==> config.mk <==
export PLATFORM = sky130hd
export DESIGN_NAME = irpulse_rx
export DESIGN_NICKNAME = d
export VERILOG_FILES = /design/src/rtl/irpulse_pkg.sv /design/src/rtl/irpulse_tick.sv /design/src/rtl/irpulse_measure.sv /design/src/rtl/irpulse_fifo.sv /design/src/rtl/irpulse_rx.sv
export SDC_FILE = /design/constraint.sdc
export NUM_CORES = 1
export LEC_CHECK = 0
export BUFFER_PORTS_ARGS = -buffer_cell sky130_fd_sc_hd__buf_2
export CAP_MARGIN = 10
export CORE_MARGIN = 5
export CORE_UTILIZATION = 30
export DETAILED_ROUTE_END_ITERATION = 10
export SLEW_MARGIN = 15
export SYNTH_ARGS = -nofsm -noshare
export SYNTH_HDL_FRONTEND = slang
export SYNTH_HIERARCHICAL = 1
export SYNTH_SLANG_ARGS = --single-unit
==> constraint.sdc <==
create_clock -name clk -period 4.15 [get_ports clk]
set_input_delay 0 -clock clk [delete_from_list [all_inputs] [get_ports clk]]
set_output_delay 0 -clock clk [all_outputs]
set_load 0.02 [all_outputs]
==> src/rtl/irpulse_pkg.sv <==
// Package for the pulse timing receiver. Holds shared widths, the
// register word addresses, the capture state type and a saturating
// increment helper.
package irpulse_pkg;

    localparam int CNT_W = 16;           // width of mark and period counts
    localparam int REG_W = 32;           // register data width
    localparam int ADR_W = 4;            // register word address width

    localparam logic [ADR_W-1:0] A_MARK   = 4'h0;
    localparam logic [ADR_W-1:0] A_PERIOD = 4'h1;
    localparam logic [ADR_W-1:0] A_IEN    = 4'h2;
    localparam logic [ADR_W-1:0] A_ISTAT  = 4'h3;
    localparam logic [ADR_W-1:0] A_ENABLE = 4'h4;
    localparam logic [ADR_W-1:0] A_LIMIT  = 4'h5;
    localparam logic [ADR_W-1:0] A_ICLR   = 4'h6;
    localparam logic [ADR_W-1:0] A_RXSTAT = 4'h7;
    localparam logic [ADR_W-1:0] A_POLINV = 4'h8;
    localparam logic [ADR_W-1:0] A_DIV    = 4'h9;

    typedef enum logic [1:0] {
        CAP_WAIT  = 2'd0,   // no symbol open, waiting for carrier
        CAP_MARK  = 2'd1,   // carrier present, counting mark and period
        CAP_SPACE = 2'd2    // carrier gone, counting period only
    } cap_state_e;

    // Add one, holding at the all-ones value.
    function automatic logic [CNT_W-1:0] sat_inc(input logic [CNT_W-1:0] v);
        return (&v) ? v : v + 1'b1;
    endfunction

endpackage

==> src/rtl/irpulse_tick.sv <==
// Sampling prescaler: produces a single-cycle tick once every div_i
// system clocks. Assumes div_i may change at any time; a value of 0
// is treated as 1 and a shrinking divisor wraps at once.
module irpulse_tick #(
    parameter int DIV_W = 8
) (
    input  logic             clk,
    input  logic             rst_n,
    input  logic [DIV_W-1:0] div_i,
    output logic             tick_o
);

    logic [DIV_W-1:0] cnt_q;
    logic [DIV_W-1:0] lim;

    // Effective divisor with zero folded onto one.
    always_comb begin
        lim    = (div_i == '0) ? {{(DIV_W-1){1'b0}}, 1'b1} : div_i;
        tick_o = (cnt_q >= lim - 1'b1);
    end

    // Count system clocks between ticks.
    always_ff @(posedge clk) begin
        if (!rst_n)
            cnt_q <= '0;
        else if (tick_o)
            cnt_q <= '0;
        else
            cnt_q <= cnt_q + 1'b1;
    end

    // with a steady divisor above one, two ticks never touch.
    assert_tick_spacing_R1: assert property (@(posedge clk) disable iff (!rst_n)
        (tick_o && div_i > 1 && $stable(div_i)) |=> !tick_o);

endmodule

==> src/rtl/irpulse_measure.sv <==
// Symbol measurement: synchronises the raw line through two flops,
// applies the polarity control, and on each sampling tick advances a
// small state machine that times mark and period. It emits one
// registered push per closed symbol. Assumes tick_i is a one-cycle
// strobe and that enable_i may drop at any time.
module irpulse_measure
    import irpulse_pkg::*;
(
    input  logic             clk,
    input  logic             rst_n,
    input  logic             tick_i,
    input  logic             enable_i,
    input  logic             invert_i,
    input  logic             rx_i,
    input  logic [CNT_W-1:0] limit_i,
    output logic             push_o,
    output logic             last_o,
    output logic [CNT_W-1:0] mark_o,
    output logic [CNT_W-1:0] period_o
);

    localparam logic [CNT_W-1:0] ONE  = {{(CNT_W-1){1'b0}}, 1'b1};
    localparam logic [CNT_W-1:0] ENDM = {CNT_W{1'b1}};

    logic [1:0]       sync_q;
    logic             carrier;
    cap_state_e       state_q;
    logic [CNT_W-1:0] mark_q;
    logic [CNT_W-1:0] per_q;

    // Two-flop synchroniser for the asynchronous line.
    always_ff @(posedge clk) begin
        if (!rst_n)
            sync_q <= 2'b00;
        else
            sync_q <= {sync_q[0], rx_i};
    end

    // Carrier-present after the polarity control.
    always_comb carrier = sync_q[1] ^ invert_i;

    // Tick-driven capture state machine with registered push outputs.
    always_ff @(posedge clk) begin
        if (!rst_n) begin
            state_q  <= CAP_WAIT;
            mark_q   <= '0;
            per_q    <= '0;
            push_o   <= 1'b0;
            last_o   <= 1'b0;
            mark_o   <= '0;
            period_o <= '0;
        end else begin
            push_o <= 1'b0;
            last_o <= 1'b0;
            if (!enable_i) begin
                state_q <= CAP_WAIT;
                mark_q  <= '0;
                per_q   <= '0;
            end else if (tick_i) begin
                case (state_q)
                    CAP_WAIT: begin
                        if (carrier) begin
                            state_q <= CAP_MARK;
                            mark_q  <= ONE;
                            per_q   <= ONE;
                        end
                    end
                    CAP_MARK: begin
                        per_q <= sat_inc(per_q);
                        if (carrier)
                            mark_q <= sat_inc(mark_q);
                        else
                            state_q <= CAP_SPACE;
                    end
                    CAP_SPACE: begin
                        if (carrier) begin
                            push_o   <= 1'b1;
                            mark_o   <= mark_q;
                            period_o <= per_q;
                            state_q  <= CAP_MARK;
                            mark_q   <= ONE;
                            per_q    <= ONE;
                        end else if (per_q >= limit_i) begin
                            push_o   <= 1'b1;
                            last_o   <= 1'b1;
                            mark_o   <= mark_q;
                            period_o <= ENDM;
                            state_q  <= CAP_WAIT;
                        end else begin
                            per_q <= sat_inc(per_q);
                        end
                    end
                    default: state_q <= CAP_WAIT;
                endcase
            end
        end
    end

    // a symbol closes only on a sampling tick.
    assert_push_on_tick_R1: assert property (@(posedge clk) disable iff (!rst_n)
        push_o |-> $past(tick_i));

    // a timeout entry returns capture to waiting for a mark.
    assert_timeout_idle_R3: assert property (@(posedge clk) disable iff (!rst_n)
        (push_o && last_o) |-> (state_q == CAP_WAIT));

    // nothing is pushed after a cycle with capture disabled.
    assert_disabled_quiet_R5: assert property (@(posedge clk) disable iff (!rst_n)
        !enable_i |=> !push_o);

    // a running mark never exceeds the period it belongs to.
    assert_mark_within_period_R11: assert property (@(posedge clk) disable iff (!rst_n)
        (state_q != CAP_WAIT) |-> (mark_q <= per_q));

endmodule

==> src/rtl/irpulse_fifo.sv <==
// Capture queue: DEPTH entries of WIDTH bits in arrival order. A push
// while full is dropped and reported on drop_o. A pop on an empty
// queue is ignored. Assumes DEPTH is a power of two.
module irpulse_fifo #(
    parameter int DEPTH = 8,
    parameter int WIDTH = 32,
    localparam int PTR_W = $clog2(DEPTH),
    localparam int OCC_W = PTR_W + 1
) (
    input  logic             clk,
    input  logic             rst_n,
    input  logic             push_i,
    input  logic [WIDTH-1:0] data_i,
    input  logic             pop_i,
    output logic [WIDTH-1:0] head_o,
    output logic [OCC_W-1:0] count_o,
    output logic             full_o,
    output logic             empty_o,
    output logic             accept_o,
    output logic             drop_o
);

    logic [WIDTH-1:0] mem_q [DEPTH];
    logic [PTR_W-1:0] wr_q;
    logic [PTR_W-1:0] rd_q;
    logic             do_pop;

    // Flags and handshake decode.
    always_comb begin
        full_o   = (count_o == OCC_W'(DEPTH));
        empty_o  = (count_o == '0);
        accept_o = push_i && !full_o;
        drop_o   = push_i && full_o;
        do_pop   = pop_i && !empty_o;
        head_o   = empty_o ? '0 : mem_q[rd_q];
    end

    // Entry storage, written only on an accepted push.
    always_ff @(posedge clk) begin
        if (accept_o)
            mem_q[wr_q] <= data_i;
    end

    // Pointers and occupancy.
    always_ff @(posedge clk) begin
        if (!rst_n) begin
            wr_q    <= '0;
            rd_q    <= '0;
            count_o <= '0;
        end else begin
            if (accept_o) wr_q <= wr_q + 1'b1;
            if (do_pop)   rd_q <= rd_q + 1'b1;
            case ({accept_o, do_pop})
                2'b10:   count_o <= count_o + 1'b1;
                2'b01:   count_o <= count_o - 1'b1;
                default: count_o <= count_o;
            endcase
        end
    end

    // occupancy stays within the queue depth.
    assert_count_bound_R6: assert property (@(posedge clk) disable iff (!rst_n)
        count_o <= OCC_W'(DEPTH));

    // a dropped push leaves occupancy alone when nothing is popped.
    assert_drop_keeps_count_R7: assert property (@(posedge clk) disable iff (!rst_n)
        (drop_o && !pop_i) |=> (count_o == $past(count_o)));

endmodule

==> src/rtl/irpulse_rx.sv <==
// Pulse timing receiver top: register port, sticky interrupt status,
// and wiring of prescaler, measurement and capture queue. Assumes a
// single-cycle read strobe per access; reading the period address
// pops the queue in the cycle of the strobe.
module irpulse_rx
    import irpulse_pkg::*;
#(
    parameter int DEPTH       = 8,
    parameter int DIV_W       = 8,
    parameter int DIV_RESET   = 20,
    parameter int LIMIT_RESET = 'h5000,
    localparam int OCC_W      = $clog2(DEPTH) + 1,
    localparam int NSRC       = 4
) (
    input  logic             clk,
    input  logic             rst_n,
    input  logic             rx_in,
    input  logic             reg_wr,
    input  logic             reg_rd,
    input  logic [ADR_W-1:0] reg_addr,
    input  logic [REG_W-1:0] reg_wdata,
    output logic [REG_W-1:0] reg_rdata,
    output logic             irq
);

    logic             enable_q;
    logic             invert_q;
    logic [NSRC-1:0]  ien_q;
    logic [NSRC-1:0]  stat_q;
    logic [CNT_W-1:0] limit_q;
    logic [DIV_W-1:0] div_q;

    logic             tick;
    logic             cap_push;
    logic             cap_last;
    logic [CNT_W-1:0] cap_mark;
    logic [CNT_W-1:0] cap_period;

    logic [2*CNT_W-1:0] head;
    logic [OCC_W-1:0]   occ;
    logic               q_full;
    logic               q_empty;
    logic               q_accept;
    logic               q_drop;
    logic               pop;

    logic [NSRC-1:0]  stat_set;
    logic [NSRC-1:0]  stat_clr;

    irpulse_tick #(.DIV_W(DIV_W)) u_tick (
        .clk    (clk),
        .rst_n  (rst_n),
        .div_i  (div_q),
        .tick_o (tick)
    );

    irpulse_measure u_meas (
        .clk      (clk),
        .rst_n    (rst_n),
        .tick_i   (tick),
        .enable_i (enable_q),
        .invert_i (invert_q),
        .rx_i     (rx_in),
        .limit_i  (limit_q),
        .push_o   (cap_push),
        .last_o   (cap_last),
        .mark_o   (cap_mark),
        .period_o (cap_period)
    );

    irpulse_fifo #(.DEPTH(DEPTH), .WIDTH(2*CNT_W)) u_fifo (
        .clk      (clk),
        .rst_n    (rst_n),
        .push_i   (cap_push),
        .data_i   ({cap_mark, cap_period}),
        .pop_i    (pop),
        .head_o   (head),
        .count_o  (occ),
        .full_o   (q_full),
        .empty_o  (q_empty),
        .accept_o (q_accept),
        .drop_o   (q_drop)
    );

    // Pop decode and status set/clear vectors.
    always_comb begin
        pop      = reg_rd && (reg_addr == A_PERIOD);
        stat_set = {q_full, q_drop, q_accept && cap_last, q_accept};
        stat_clr = (reg_wr && reg_addr == A_ICLR) ? reg_wdata[NSRC-1:0] : '0;
    end

    // Control registers written from the register port.
    always_ff @(posedge clk) begin
        if (!rst_n) begin
            enable_q <= 1'b0;
            invert_q <= 1'b0;
            ien_q    <= '0;
            limit_q  <= CNT_W'(LIMIT_RESET);
            div_q    <= DIV_W'(DIV_RESET);
        end else if (reg_wr) begin
            case (reg_addr)
                A_ENABLE: enable_q <= reg_wdata[0];
                A_POLINV: invert_q <= reg_wdata[0];
                A_IEN:    ien_q    <= reg_wdata[NSRC-1:0];
                A_LIMIT:  limit_q  <= reg_wdata[CNT_W-1:0];
                A_DIV:    div_q    <= reg_wdata[DIV_W-1:0];
                default:  ;
            endcase
        end
    end

    // Sticky status: new events win over a clear in the same cycle.
    always_ff @(posedge clk) begin
        if (!rst_n)
            stat_q <= '0;
        else
            stat_q <= (stat_q & ~stat_clr) | stat_set;
    end

    // Interrupt line from enabled status.
    always_comb irq = |(stat_q & ien_q);

    // Read data multiplexer.
    always_comb begin
        reg_rdata = '0;
        case (reg_addr)
            A_MARK:   reg_rdata[CNT_W-1:0] = head[2*CNT_W-1:CNT_W];
            A_PERIOD: reg_rdata[CNT_W-1:0] = head[CNT_W-1:0];
            A_IEN:    reg_rdata[NSRC-1:0]  = ien_q;
            A_ISTAT:  reg_rdata[NSRC-1:0]  = stat_q;
            A_ENABLE: reg_rdata[0]         = enable_q;
            A_LIMIT:  reg_rdata[CNT_W-1:0] = limit_q;
            A_RXSTAT: begin
                reg_rdata[8 +: OCC_W] = occ;
                reg_rdata[2]          = stat_q[2];
            end
            A_POLINV: reg_rdata[0]         = invert_q;
            A_DIV:    reg_rdata[DIV_W-1:0] = div_q;
            default:  reg_rdata = '0;
        endcase
    end

    // the overrun bit only rises after a dropped entry.
    assert_overrun_cause_R7: assert property (@(posedge clk) disable iff (!rst_n)
        $rose(stat_q[2]) |-> $past(q_drop));

    // a data-available bit stays set unless its clear bit is written.
    assert_sticky_R8: assert property (@(posedge clk) disable iff (!rst_n)
        (stat_q[0] && !(reg_wr && reg_addr == A_ICLR && reg_wdata[0])) |=> stat_q[0]);

    // the last-symbol bit only rises after a stored timeout entry.
    assert_last_cause_R3: assert property (@(posedge clk) disable iff (!rst_n)
        $rose(stat_q[1]) |-> $past(cap_push && cap_last && !q_full));

    // a queue that is not empty has raised data-available since the last clear.
    assert_occ_implies_push_R10: assert property (@(posedge clk) disable iff (!rst_n)
        $rose(!q_empty) |-> stat_q[0]);

endmodule

* After elaboration in Yosys (flattened, before gate mapping)
Memories as Yosys holds them, arrays and structs flattened. A register that Yosys moved wholly into a read port is not among the register bits.
Cells that the tools add are included.
** Storage, ports and cells
- Bits in registers :: 122
- Bits in writable memories :: 256
- Input bits :: 41
- Output and inout port bits :: 33
- Memories kept :: 1
** Memory list
- u_fifo.mem_q :: depth 8, width 32, rd ports 1, clocked after memory_dff 1, wr ports 1, RTL line irpulse_fifo.sv:23 : logic [WIDTH-1:0] mem_q [DEPTH];
** Operators by class
- Add/sub/neg operators :: 8
- Order comparisons :: 2
- Equal/unequal tests :: 21
- Mux-type cells :: 34
- Bitwise operators :: 9
- Reduce and logical (&&, ||, !) cells :: 34
** Operators by type and width (number)
- $mux W16 :: 10
- $pmux W16 S3 :: 1
- $add A16 B1 Y16 const B :: 2
- $mux W32 :: 1
- $pmux W16 S2 :: 1
- $pmux W4 S4 :: 2
- $reduce_and A16 Y1 :: 2
- $pmux W1 S6 :: 3
- $eq A4 B3 Y1 const B :: 4
- $ge A16 B16 Y1 :: 1
- $reduce_and A4 Y1 :: 4
- $eq A4 B4 Y1 const B :: 3
- $pmux W4 S3 :: 1
- $reduce_and A2 Y1 :: 6
- $add A8 B1 Y8 const B :: 1
- $and A4 B4 Y4 :: 2
- $eq A4 B2 Y1 const B :: 2
- $ge A8 B8 Y1 :: 1
- $logic_not A4 Y1 :: 2
- $logic_not A8 Y1 :: 1
- $mux W2 :: 4
- $mux W8 :: 1
- $pmux W1 S8 :: 1
- $pmux W4 S2 :: 1
- 28 further kinds :: 51

* Longest topological paths before layout
- Depth in word-level cells :: 6
- Mapped depth :: 16

* Hierarchy
The synthesis kept the hierarchy.
** Modules (own cells, without submodules)
- irpulse_fifo :: instances 1, cells an instance 481, area each 10413.7 um^2, sequential area each 7947.6 um^2
- irpulse_measure :: instances 1, cells an instance 426, area each 3714.8 um^2, sequential area each 1401.3 um^2
- irpulse_rx :: instances 1, cells an instance 251, area each 1984.4 um^2, sequential area each 680.7 um^2
- irpulse_tick :: instances 1, cells an instance 72, area each 635.6 um^2, sequential area each 160.2 um^2

* Worst setup path after synthesis
No wires, ideal clock.
- Path type :: reg-to-reg
- Start :: register u_fifo.count_o[0]
- End :: memory u_fifo.mem_q[0][0] (enable)
- Library setup time :: 0.461 ns
- Arrival :: 3.139 ns
- Required time :: 3.689 ns
- Setup slack :: 0.550 ns
- Cell stages (with the launch flop) :: 6
- Cell sequence :: dfxtp_1 -> or4b_4 -> nand2_2 -> inv_2 -> nand2b_2 -> nor3_1
** On the way
- Longest elaborated chain between the ends :: 5
** Ends and longest elaborated chain
- from (decl) :: RTL line irpulse_fifo.sv:16 : output logic [OCC_W-1:0] count_o,
- from (signal assigned) :: RTL line irpulse_fifo.sv:54 : 2'b10: count_o <= count_o + 1'b1;
- from (signal assigned) :: RTL line irpulse_fifo.sv:55 : 2'b01: count_o <= count_o - 1'b1;
- from (signal assigned) :: RTL line irpulse_fifo.sv:56 : default: count_o <= count_o;
- $eq A4 B4 Y1 :: RTL line irpulse_fifo.sv:30 : full_o = (count_o == OCC_W'(DEPTH));
- $logic_not A1 Y1 :: RTL line irpulse_fifo.sv:32 : accept_o = push_i && !full_o;
- $logic_and A1 B1 Y1 :: RTL line irpulse_fifo.sv:32
- net q_accept :: RTL line irpulse_rx.sv:43 : logic q_accept;
- $mux W1 :: RTL line irpulse_fifo.sv:40 : if (accept_o)
- $mux W1 (not written as such) :: RTL line irpulse_fifo.sv:41 : mem_q[wr_q] <= data_i;
- to (decl) :: RTL line irpulse_fifo.sv:23
The timed path passes the listed nets, and every way through them passes these cells.

* Final worst setup path
- Start :: register div_q[2]
- End :: register u_meas.period_o[1]
** On the way
- Longest elaborated chain between the ends :: 5
** Ends and longest elaborated chain
- from (decl) :: RTL line irpulse_rx.sv:31 : logic [DIV_W-1:0] div_q;
- from (signal assigned) :: RTL line irpulse_rx.sv:99 : div_q <= DIV_W'(DIV_RESET);
- from (signal assigned) :: RTL line irpulse_rx.sv:106 : A_DIV: div_q <= reg_wdata[DIV_W-1:0];
- $logic_not A8 Y1 :: RTL line irpulse_tick.sv:18 : lim = (div_i == '0) ? {{(DIV_W-1){1'b0}}, 1'b1} : div_i;
- $mux W8 * :: RTL line irpulse_tick.sv:18
- $sub A8 B1 Y8 * :: RTL line irpulse_tick.sv:19 : tick_o = (cnt_q >= lim - 1'b1);
- $ge A8 B8 Y1 * :: RTL line irpulse_tick.sv:19
- net tick :: RTL line irpulse_rx.sv:33 : logic tick;
- $reduce_and A4 Y1 (no line) *
- to (signal assigned) :: RTL line irpulse_measure.sv:79 : period_o <= per_q;
- to (decl) :: RTL line irpulse_measure.sv:19 : output logic [CNT_W-1:0] period_o
The timed path passes the listed nets; every way through them passes the cells marked *.
A chain may end at the register's enable or synchronous reset.

==> results.tsv <==
stage	metric	value	unit
power	finalPower	0.00773	W
sta	relSlewSlack	37.5	%
grt	grt_first_pass_wirelength	62300	um
synth	yosys_most_used_dff	edfxtp_1	
worst_setup_path	crit_required	4.58	ns
sta	finalHoldViolCount	0	
drt	drtIter0Drc	801	
synth	synthArstFlopShare	0	%
sta	skew	0.0199	ns
placement	dp_hpwl	26300	um
worst_setup_path	critPathBufInv	0	
clocking	postCtsSetupRepairBufs	0	
worst_setup_path	crit_family	simple AND/OR/NAND/NOR gates	
sta	hold_ws	0.0702	ns
grt	grt_start_max_net_pins	56	
clocking	clk_latency	0.54	ns
worst_setup_path	slowest_stage	nand2b_1	
flow_run	maxCapViolCount	0	
min_path	hold_class	input pin to flip-flop	
worst_setup_path	ff2ff_path_depth	13	
cells_and_area	diodes	0	
cells_and_area	nets	1379	
min_path	min_from	reg_rd	
drt	wl_per_cell	19.5	um
floorplan	start_util	30.3	%
sta	worst_slack	0.277	ns
placement	io_buffer_count	41	
synth	synth_edf_count	256	
sta	fmax	258	MHz
floorplan	pin_count	74	
sta	worst_slew_pin_slew	0.935	ns
worst_setup_path	crit_path_frequent_cell	ha_1	
synth	synth-seq-cells	381	
floorplan	fp.dieW	246	um
status	status	finished clean	
sta	min_period	3.87	ns
cells_and_area	area_growth	15.4	%
sta	maxSlewViolCount	0	
floorplan	num_rows	86	
clocking	htreeDepth	2	
cells_and_area	fin_area	0.0193	mm2
synth	syn_area	0.0167	mm2
grt	grt_use_met2	21.8	%
sta	finalSetupViolations	0	
clocking	cts_tree	built	
worst_setup_path	crit_arrival	4.30	ns
sta	fin_crit_sh	93.3	%
worst_setup_path	crit_type	flip-flop to flip-flop	
min_path	hold_path_depth	5	
sta	rsz0062_at_grt	no	
placement	place_worst_setup_slack	0.199	ns
floorplan	dieArea	0.0607	mm2
grt	grt_util_met3	1.82	%
cells_and_area	drive_above_1_share	19.5	%
clocking	root_buffer	clkbuf_16	
floorplan	core-area	0.0552	mm2
worst_setup_path	crit_fanout	16	
synth	seq_area_frac_synth	60.8	%
grt	grt_overflow_total	0	
worst_setup_path	crit_path_max_incr_delay	0.51	ns
placement	gp_congestion	0.846	
clocking	clock_path_buffers	3	
power	power_leakage	6.31	nW
worst_setup_path	cp_num_cells	13	
worst_setup_path	reg2reg_from	div_q[2]	
drt	drc	0	
worst_setup_path	startpoint_type	flip-flop	
synth	ys_types	83	
clocking	clk_pin_slew	0.06	ns
grt	use_met1	18.3	%
synth	synthCells	1230	
grt	antenna_found_initial	0	
drt	viasPerCell	4.98	
drt	vias	10400	
drt	routed_wl	40500	um
drt	drtAntennaViolNets	0	
power	pwr_density_cell	400	mW/mm2
worst_setup_path	crit_chain	nor4_2 > nor3b_2 > a21oi_1 > ha_1 > xnor2_1 > ha_1 > and3_1 > o21ai_2 > a311oi_4 > nand2b_2 > nand3_1 > nand2b_1 > o221a_2	
drt	dr.pass1.iters	7	
power	vdd_drop_max	0.234	mV
sta	fin_setup_tns	0	ns
grt	grt_pass1_vias	10300	
clocking	cts_made_buffers	40	
clocking	cts_sinks	381	
synth	yosysWarningCount	6	
worst_setup_path	end_kind	flip-flop	
synth	post_synth.cell_area_avg	13.6	um2
grt	grt_usage	13.1	%
worst_setup_path	critPathLaunch	div_q[2]	
grt	top_usage_layer	met2	
placement	place_area	0.0178	mm2
floorplan	die_h	246	um
-- area by class of cell --
cell class / instances / area, um2
multi-input combinational: 758 / 6100
clock inverter: 22 / 194
sequential: 381 / 10200
inverter: 31 / 116
tap: 748 / 936
clock buffer: 50 / 1120
fill: 5336 / 35900
timing repair buffer: 89 / 658
-- timing repair --
action	4_1_cts	5_1_grt
resized for setup	0	2
setup endpoints to repair	0	29
endpoints found under the hold margin	49	0
hold buffers	22	0
-- worst reg2reg max path, cell delays in order, from the launching register on --
cell	delay, ns
dfxtp_1	0.39
nor4_2	0.37
nor3b_2	0.30
a21oi_1	0.14
ha_1	0.26
xnor2_1	0.15
ha_1	0.30
and3_1	0.17
o21ai_2	0.07
a311oi_4	0.30
nand2b_2	0.24
nand3_1	0.15
nand2b_1	0.51
o221a_2	0.42
-- placed cells by master (no fill, tap or decap), drive strengths merged, types with 37 or more instances in the layout --
cell type	Yosys	layout
edfxtp	256	256
nand2	135	135
dfxtp	125	125
nand3	40	40
mux4	65	65
a21oi	52	52
clkbuf	21	50
ha	37	37
nor2	80	80
mux2i	66	66
buf	54	67
-- worst paths after layout --
| check | to | slack, ns |
|---|---|---|
| worst max-delay path | u_meas/period_o[1] | 0.28 |
| worst min-delay path | flip-flop | 0.07 |
| worst max register to register | u_meas/period_o[1] | 0.28 |
| worst min register to register | u_meas/sync_q[1] | 0.48 |
-- synthesized netlist by cell type (20+ instances only) --
cell type  instances  share of area (%)
mux2i_1           66                3.9
buf_4             29                1.3
ha_1              37                2.8
xor2_1            22                1.2
nand3_1           39                1.2
nand2_1          133                3.0
dfxtp_1          125                 15
o21ai_0           20               0.60
a21oi_1           50                1.5
nor2_1            78                1.7
nor3_1            21               0.63
inv_1             29               0.65
mux4_2            65                8.7
edfxtp_1         256                 46
-- metrics by stage --
stage               util, %  std cells
finish                 35.0       2079
CTS                    35.0       2079
global placement       32.2       1985
detailed placement     32.2       1985
floorplan                 -       1245
global route           35.0       2079
-- logic make-up after synthesis --
group                      share of synthesized area, %
AOI/OAI and AO/OA                                  7.69
muxes                                              13.1
xor gates and xnor gates                           1.67
adders and majority gates                          2.76
and+or+nand+nor                                    10.5
buffers and inverters                              3.44
DFF                                                60.8
other                                            0.0224
-- flip-flops by register name (all words and copies together) (netlist names), 8 cells and up, named ones only --
register         flops
u_fifo/mem_q       256
u_meas/period_o     16
u_meas/mark_o       16
u_meas/mark_q       16
u_tick/cnt_q         8
u_meas/per_q        16
div_q                8
limit_q             16
-- routing by layer --
layer  up-vias  routed length [um]
met5         -                   0
met4         0                 808
met3        57                2160
met2       297               19700
met1      5208               17800
li1       4790                   -
-- power by group --
part	switching (W)	total [W]	internal (W)
registers	0.0000112	0.00402	0.00401
logic	0.0000970	0.000148	0.0000507
clock network	0.00145	0.00356	0.00211
total	0.00156	0.00773	0.00616
Power figures use the tool's default switching activity.
